[src/rtl/ivl_timer_pkg.sv]
package ivl_timer_pkg;

    typedef enum logic {
        SRC_CLK = 1'b0,
        SRC_EXT = 1'b1
    } src_sel_e;

    typedef struct packed {
        logic     start;
        logic     oneshot;
        src_sel_e src;
    } tmr_ctrl_t;

    function automatic tmr_ctrl_t pack_ctrl(logic start, logic oneshot, logic ext);
        tmr_ctrl_t c;
        c.start   = start;
        c.oneshot = oneshot;
        c.src     = src_sel_e'(ext);
        return c;
    endfunction

endpackage

[src/rtl/ivl_edge_det.sv]
module ivl_edge_det (
    input  logic clk,
    input  logic rst_n,
    input  logic level_i,
    output logic rise_o
);
    typedef struct packed {
        logic prev;
    } edge_regs_t;

    edge_regs_t r_d, r_q;

    always_comb begin
        r_d      = r_q;
        r_d.prev = level_i;
    end

    always_ff @(posedge clk or negedge rst_n) begin
        if (!rst_n) r_q <= '0;
        else        r_q <= r_d;
    end

    // high for exactly one cycle per low-to-high transition
    assign rise_o = level_i & ~r_q.prev;
endmodule

[src/rtl/ivl_req_pipe.sv]
module ivl_req_pipe #(
    parameter int STAGES = 4
) (
    input  logic clk,
    input  logic rst_n,
    input  logic req_i,
    input  logic flush_i,
    output logic fire_o
);
    logic [STAGES-1:0] stg_d, stg_q;

    generate
        if (STAGES == 1) begin : g_single
            always_comb stg_d = flush_i ? 1'b0 : req_i;
        end else begin : g_chain
            always_comb stg_d = flush_i ? '0 : {stg_q[STAGES-2:0], req_i};
        end
    endgenerate

    always_ff @(posedge clk or negedge rst_n) begin
        if (!rst_n) stg_q <= '0;
        else        stg_q <= stg_d;
    end

    assign fire_o = stg_q[STAGES-1];
endmodule

[src/rtl/ivl_down_ctr.sv]
module ivl_down_ctr #(
    parameter int WIDTH = 16
) (
    input  logic             clk,
    input  logic             rst_n,
    input  logic             load_i,
    input  logic [WIDTH-1:0] load_val_i,
    input  logic             dec_i,
    output logic [WIDTH-1:0] count_o,
    output logic             zero_o
);
    localparam logic [WIDTH-1:0] ONE = WIDTH'(1);

    logic [WIDTH-1:0] cnt_d, cnt_q;

    always_comb begin
        cnt_d = cnt_q;
        if (load_i)     cnt_d = load_val_i;
        else if (dec_i) cnt_d = cnt_q - ONE;
    end

    always_ff @(posedge clk or negedge rst_n) begin
        if (!rst_n) cnt_q <= '1;
        else        cnt_q <= cnt_d;
    end

    assign count_o = cnt_q;
    assign zero_o  = (cnt_q == '0);
endmodule

[src/rtl/ivl_timer.sv]
module ivl_timer
    import ivl_timer_pkg::*;
#(
    parameter int WIDTH  = 16,
    parameter int STAGES = 4
) (
    input  logic             clk,
    input  logic             rst_n,
    input  logic             reload_we,
    input  logic [WIDTH-1:0] reload_data,
    input  logic             ctrl_we,
    input  logic             ctrl_start,
    input  logic             ctrl_oneshot,
    input  logic             ctrl_src_ext,
    input  logic             ctrl_force_load,
    input  logic             cnt_in,
    output logic             underflow,
    output logic             running,
    output logic [WIDTH-1:0] count_out
);
    typedef struct packed {
        logic [WIDTH-1:0] latch;
        tmr_ctrl_t        ctrl;
        logic             uf;
    } top_regs_t;

    top_regs_t r_d, r_q;

    logic             ext_rise;
    logic             fire;
    logic             cnt_zero;
    logic             req;
    logic             force_evt;
    logic             uf_evt;
    logic             dec;
    logic             load;
    logic             flush;
    logic [WIDTH-1:0] latch_q;
    logic             oneshot_q;

    ivl_edge_det u_edge (
        .clk     (clk),
        .rst_n   (rst_n),
        .level_i (cnt_in),
        .rise_o  (ext_rise)
    );

    ivl_req_pipe #(.STAGES(STAGES)) u_pipe (
        .clk     (clk),
        .rst_n   (rst_n),
        .req_i   (req),
        .flush_i (flush),
        .fire_o  (fire)
    );

    ivl_down_ctr #(.WIDTH(WIDTH)) u_ctr (
        .clk        (clk),
        .rst_n      (rst_n),
        .load_i     (load),
        .load_val_i (r_q.latch),
        .dec_i      (dec),
        .count_o    (count_out),
        .zero_o     (cnt_zero)
    );

    // request source: every cycle or one pulse per external rising edge
    always_comb begin
        req       = r_q.ctrl.start & ((r_q.ctrl.src == SRC_EXT) ? ext_rise : 1'b1);
        force_evt = ctrl_we & ctrl_force_load;
        uf_evt    = fire & r_q.ctrl.start & cnt_zero;
        dec       = fire & r_q.ctrl.start & ~cnt_zero;
        load      = force_evt | uf_evt;
        // a reload or a stopped timer empties every stage
        flush     = load | ~r_q.ctrl.start;
    end

    always_comb begin
        r_d    = r_q;
        r_d.uf = uf_evt;
        if (reload_we) r_d.latch = reload_data;
        if (ctrl_we)
            r_d.ctrl = pack_ctrl(ctrl_start, ctrl_oneshot, ctrl_src_ext);
        else if (uf_evt && r_q.ctrl.oneshot)
            r_d.ctrl.start = 1'b0;
    end

    always_ff @(posedge clk or negedge rst_n) begin
        if (!rst_n) begin
            r_q.latch <= '1;
            r_q.ctrl  <= pack_ctrl(1'b0, 1'b0, 1'b0);
            r_q.uf    <= 1'b0;
        end else begin
            r_q <= r_d;
        end
    end

    assign latch_q   = r_q.latch;
    assign oneshot_q = r_q.ctrl.oneshot;
    assign underflow = r_q.uf;
    assign running   = r_q.ctrl.start;
endmodule

[config.mk]
export PLATFORM = sky130hd
export DESIGN_NAME = ivl_timer
export DESIGN_NICKNAME = d
export VERILOG_FILES = /design/src/rtl/ivl_timer_pkg.sv /design/src/rtl/ivl_edge_det.sv /design/src/rtl/ivl_req_pipe.sv /design/src/rtl/ivl_down_ctr.sv /design/src/rtl/ivl_timer.sv
export SDC_FILE = /design/constraint.sdc
export NUM_CORES = 1
export LEC_CHECK = 0
export BUFFER_PORTS_ARGS = -buffer_cell sky130_fd_sc_hd__buf_4
export CELL_PAD_IN_SITES_DETAIL_PLACEMENT = 0
export CELL_PAD_IN_SITES_GLOBAL_PLACEMENT = 2
export CORE_UTILIZATION = 35
export CTS_CLUSTER_SIZE = 10
export DETAILED_ROUTE_END_ITERATION = 16
export GPL_TIMING_DRIVEN = 0
export PLACE_DENSITY = 0.85
export SYNTH_ARGS = -nofsm -noshare
export SYNTH_HDL_FRONTEND = slang
export SYNTH_HIERARCHICAL = 1
export SYNTH_SLANG_ARGS = --single-unit
[constraint.sdc]
create_clock -name clk -period 3.5 [get_ports clk]
set_input_delay 0.35 -clock clk [delete_from_list [all_inputs] [get_ports clk]]
set_output_delay 0.35 -clock clk [all_outputs]
set_load 0.02 [all_outputs]
==> results.yml <==
route:
  routed_wl_mm: 4.40
  viasPerCell: 5.22
  first_pass_iters: 4
  num_vias: 1525
  wl_per_cell_um: 15.1
  drc: 0
  drt_iter0_drc: 106
  antenna_left: 0
sta:
  maxSlewViolCount: 0
  worst_slew_pin_slew_ns: 0.720
  rsz0062_at_grt: "false"
  period_share_pct: 91.5
  min_period_ns: 3.20
  setup_viol: 0
  maxSlewHeadroom_pct: 51.3
  tns_ns: 0
  hold_viol: 0
  max_freq_ghz: 0.312
  fin_skew_ns: 0.00905
synthesis:
  syn_inst: 172
  yosysSeqAreaShare_pct: 51.5
  synth_compound_area_share_pct: 12.1
  yosys-top-cells-count: "32 x dfstp_2, 13 x nor2_1, 10 x mux2_4, 10 x nand2_1"
  syn_area_per_cell_um2: 12.0
  ys.flop_type: "dfstp_2"
  synth_edf_count: 0
  synthTopCellsByArea: "dfstp_2 41%, dfrtp_1 11%, mux2_4 7.3%"
  synth_mux_area_share_pct: 12.2
  synth.distinct_cells: 43
  synth_xor_area_share_pct: 0.847
  synth_top_family_by_area: "simple AND/OR/NAND/NOR gates"
  synthAdderAreaFrac_pct: 0.605
  synthSimpleGateAreaFrac_pct: 17.6
  syn-num-nets: 198
  syn_area_um2: 2070
  synth_top_area_cell: "dfstp_2"
  yosys_warnings: 6
  yosys.cell_count.top_type: "dfstp_2"
  synth_seq_cells: 41
  synth-async-reset-ratio_pct: 100
  synth_top_cell_area_share_pct: 40.7
clock_tree:
  cts_root_buffer: "clkbuf_8"
  cts_tree: "yes"
  post_cts_buffers: 0
  path_clk_slew_ns: 0.08
  cts_buffers: 5
  clock_latency_ns: 0.30
  cts_buffer_depth: 2
  htreeDepth: 2
  clock_sinks: 41
floorplan:
  io_pins: 43
  die_h_um: 78.9
  dieWidth_um: 78.9
  coreArea_um2: 5610
  rows: 27
  initial_core_util_pct: 36.9
  die_area_um2: 6220
layout:
  drive_gt1_share_pct: 51.8
  nets: 245
  final_cell_count_no_fill: 292
  fin_util_pct: 45.5
  diodes: 0
  syn_to_final_growth_pct: 23.4
grt:
  antenna_found_initial: 0
  grt_pass1_wl_mm: 7.08
  grt_max_degree: 42
  grt_pass1_vias: 1453
  gr-total-overflow: 0
  grt_use_total_pct: 14.9
setup_path:
  critPathRequiredTime_ns: 3.70
  reg2reg_from: "u_ctr/count_o[3]"
  worstPathArrival_ns: 3.40
  path_class: "reg2reg"
  critPathLaunch: "u_ctr/count_o[3]"
  r2r_slack_ns: 0.30
  startpoint_type: "flip-flop"
  crit_fanout: 15
  end_kind: "flip-flop"
pwr:
  vdd_drop_max_mv: 0.159
  power_per_cell_area_nw_per_um2: 462
  finalPower_mw: 1.18
  leakagePower_nw: 1.05
job:
  cap_viol_max_count: 0
placed_design:
  gp_congestion: 0.743
  dp_hpwl_mm: 3.07
  numPortBuffers: 41
  dp_cells: 285
hold_path:
  min_path_type: "in2async"
run_status:
  run_status: "finished, final reports clean"
-- area by class of cell --
class	instances	area [um2]
inverter	5	18.8
timing repair buffer	41	308
fill	558	3060
tap	72	90.1
clock inverter	2	15.0
clock buffer	6	72.6
multi-input combinational	115	897
sequential	41	1070
buffer	10	83.8
-- layer usage --
| layer | vias up | routed length [um] | global-route usage (%) |
|---|---|---|---|
| met5 | - | 0 | 0 |
| met4 | 0 | 44 | 5.45 |
| met3 | 4 | 159 | 3.22 |
| met2 | 38 | 2030 | 23.9 |
| met1 | 747 | 2170 | 19.8 |
| li1 | 736 | - | - |
-- final timing paths --
| path | depth (start not counted) | endpoint |
|---|---|---|
| max | 12 | u_ctr/count_o[9] |
| min | 1 | oneshot_q |
| max reg2reg | 12 | u_ctr/count_o[9] |
| min reg2reg | 2 | u_ctr/count_o[2] |
| max in group asynchronous | 1 | u_ctr/count_o[15] |
| min in group clk | 1 | u_edge/r_q |
-- cells by family after synthesis --
group	count (synthesis)
compound gates	32
flops	41
mux	19
buf+inv	16
simple gates	61
xor+xnor	2
fa+ha+maj	1
-- state kept, by name, summed over array words and instances, names as in the netlist --
name / count
u_ctr/count_o: 16
u_pipe/stg_q: 4
underflow: 1
latch_q: 16
oneshot_q: 1
u_edge/r_q: 1
running: 1
r_q: 1
-- repair_timing --
action	4_1_cts	5_1_grt
endpoints found under the setup margin	4	5
resized for setup	0	1
hold endpoints to repair	0	0
hold buffers	0	0
-- worst max-delay path, stage by stage (launching register included) --
cell      delay [ns]
dfstp_2         0.38
buf_2           0.16
or4_4           0.42
buf_6           0.15
buf_8           0.13
or4b_4          0.48
nor3_2          0.21
and3_1          0.22
a21o_2          0.26
inv_1           0.18
clkbuf_1        0.28
nor2_1          0.18
a31oi_1         0.05
-- through the flow --
stage / area, um2 / setup WS [ns] / hold slack (ns)
floorplan: 2070 / 0.428 / 0.0544
detailed placement: 2470 / -0.0190 / 0.364
finish: 2550 / 0.296 / 0.0195
global route: 2550 / 0.126 / 0.0661
global placement: 2470 / -0.0467 / 0.365
CTS: 2550 / 0.162 / 0.0410
-- where the power goes --
group          switching [mW]  internal, mW  total, mW
logic                   0.122         0.131      0.253
registers              0.0544         0.562      0.616
clock network           0.169         0.141      0.309
total                   0.345         0.834       1.18
-- cells in the final DEF (no fill, tap or decap), types with 2 or more instances in the layout --
cell / synthesis / layout
a21boi_0: 2 / 2
a221o_1: 4 / 4
a31oi_1: 6 / 6
buf_2: 3 / 3
buf_4: 0 / 41
buf_6: 2 / 2
clkbuf_1: 4 / 4
clkbuf_8: 0 / 5
clkinvlp_4: 0 / 2
dfrtp_1: 9 / 9
dfstp_2: 32 / 32
inv_1: 5 / 5
mux2_2: 9 / 9
mux2_4: 10 / 10
nand2_1: 10 / 10
nand3_1: 3 / 3
nor2_1: 13 / 13
nor2b_1: 9 / 9
nor4_1: 5 / 5
o21ai_0: 6 / 6
o311ai_0: 3 / 3
o31ai_1: 2 / 2
o41a_1: 4 / 4
o41ai_1: 2 / 2
or2_2: 2 / 2
or3_1: 2 / 2
or4_1: 5 / 5
xnor2_1: 2 / 2
Note: power is estimated with default switching activity, not from simulation.
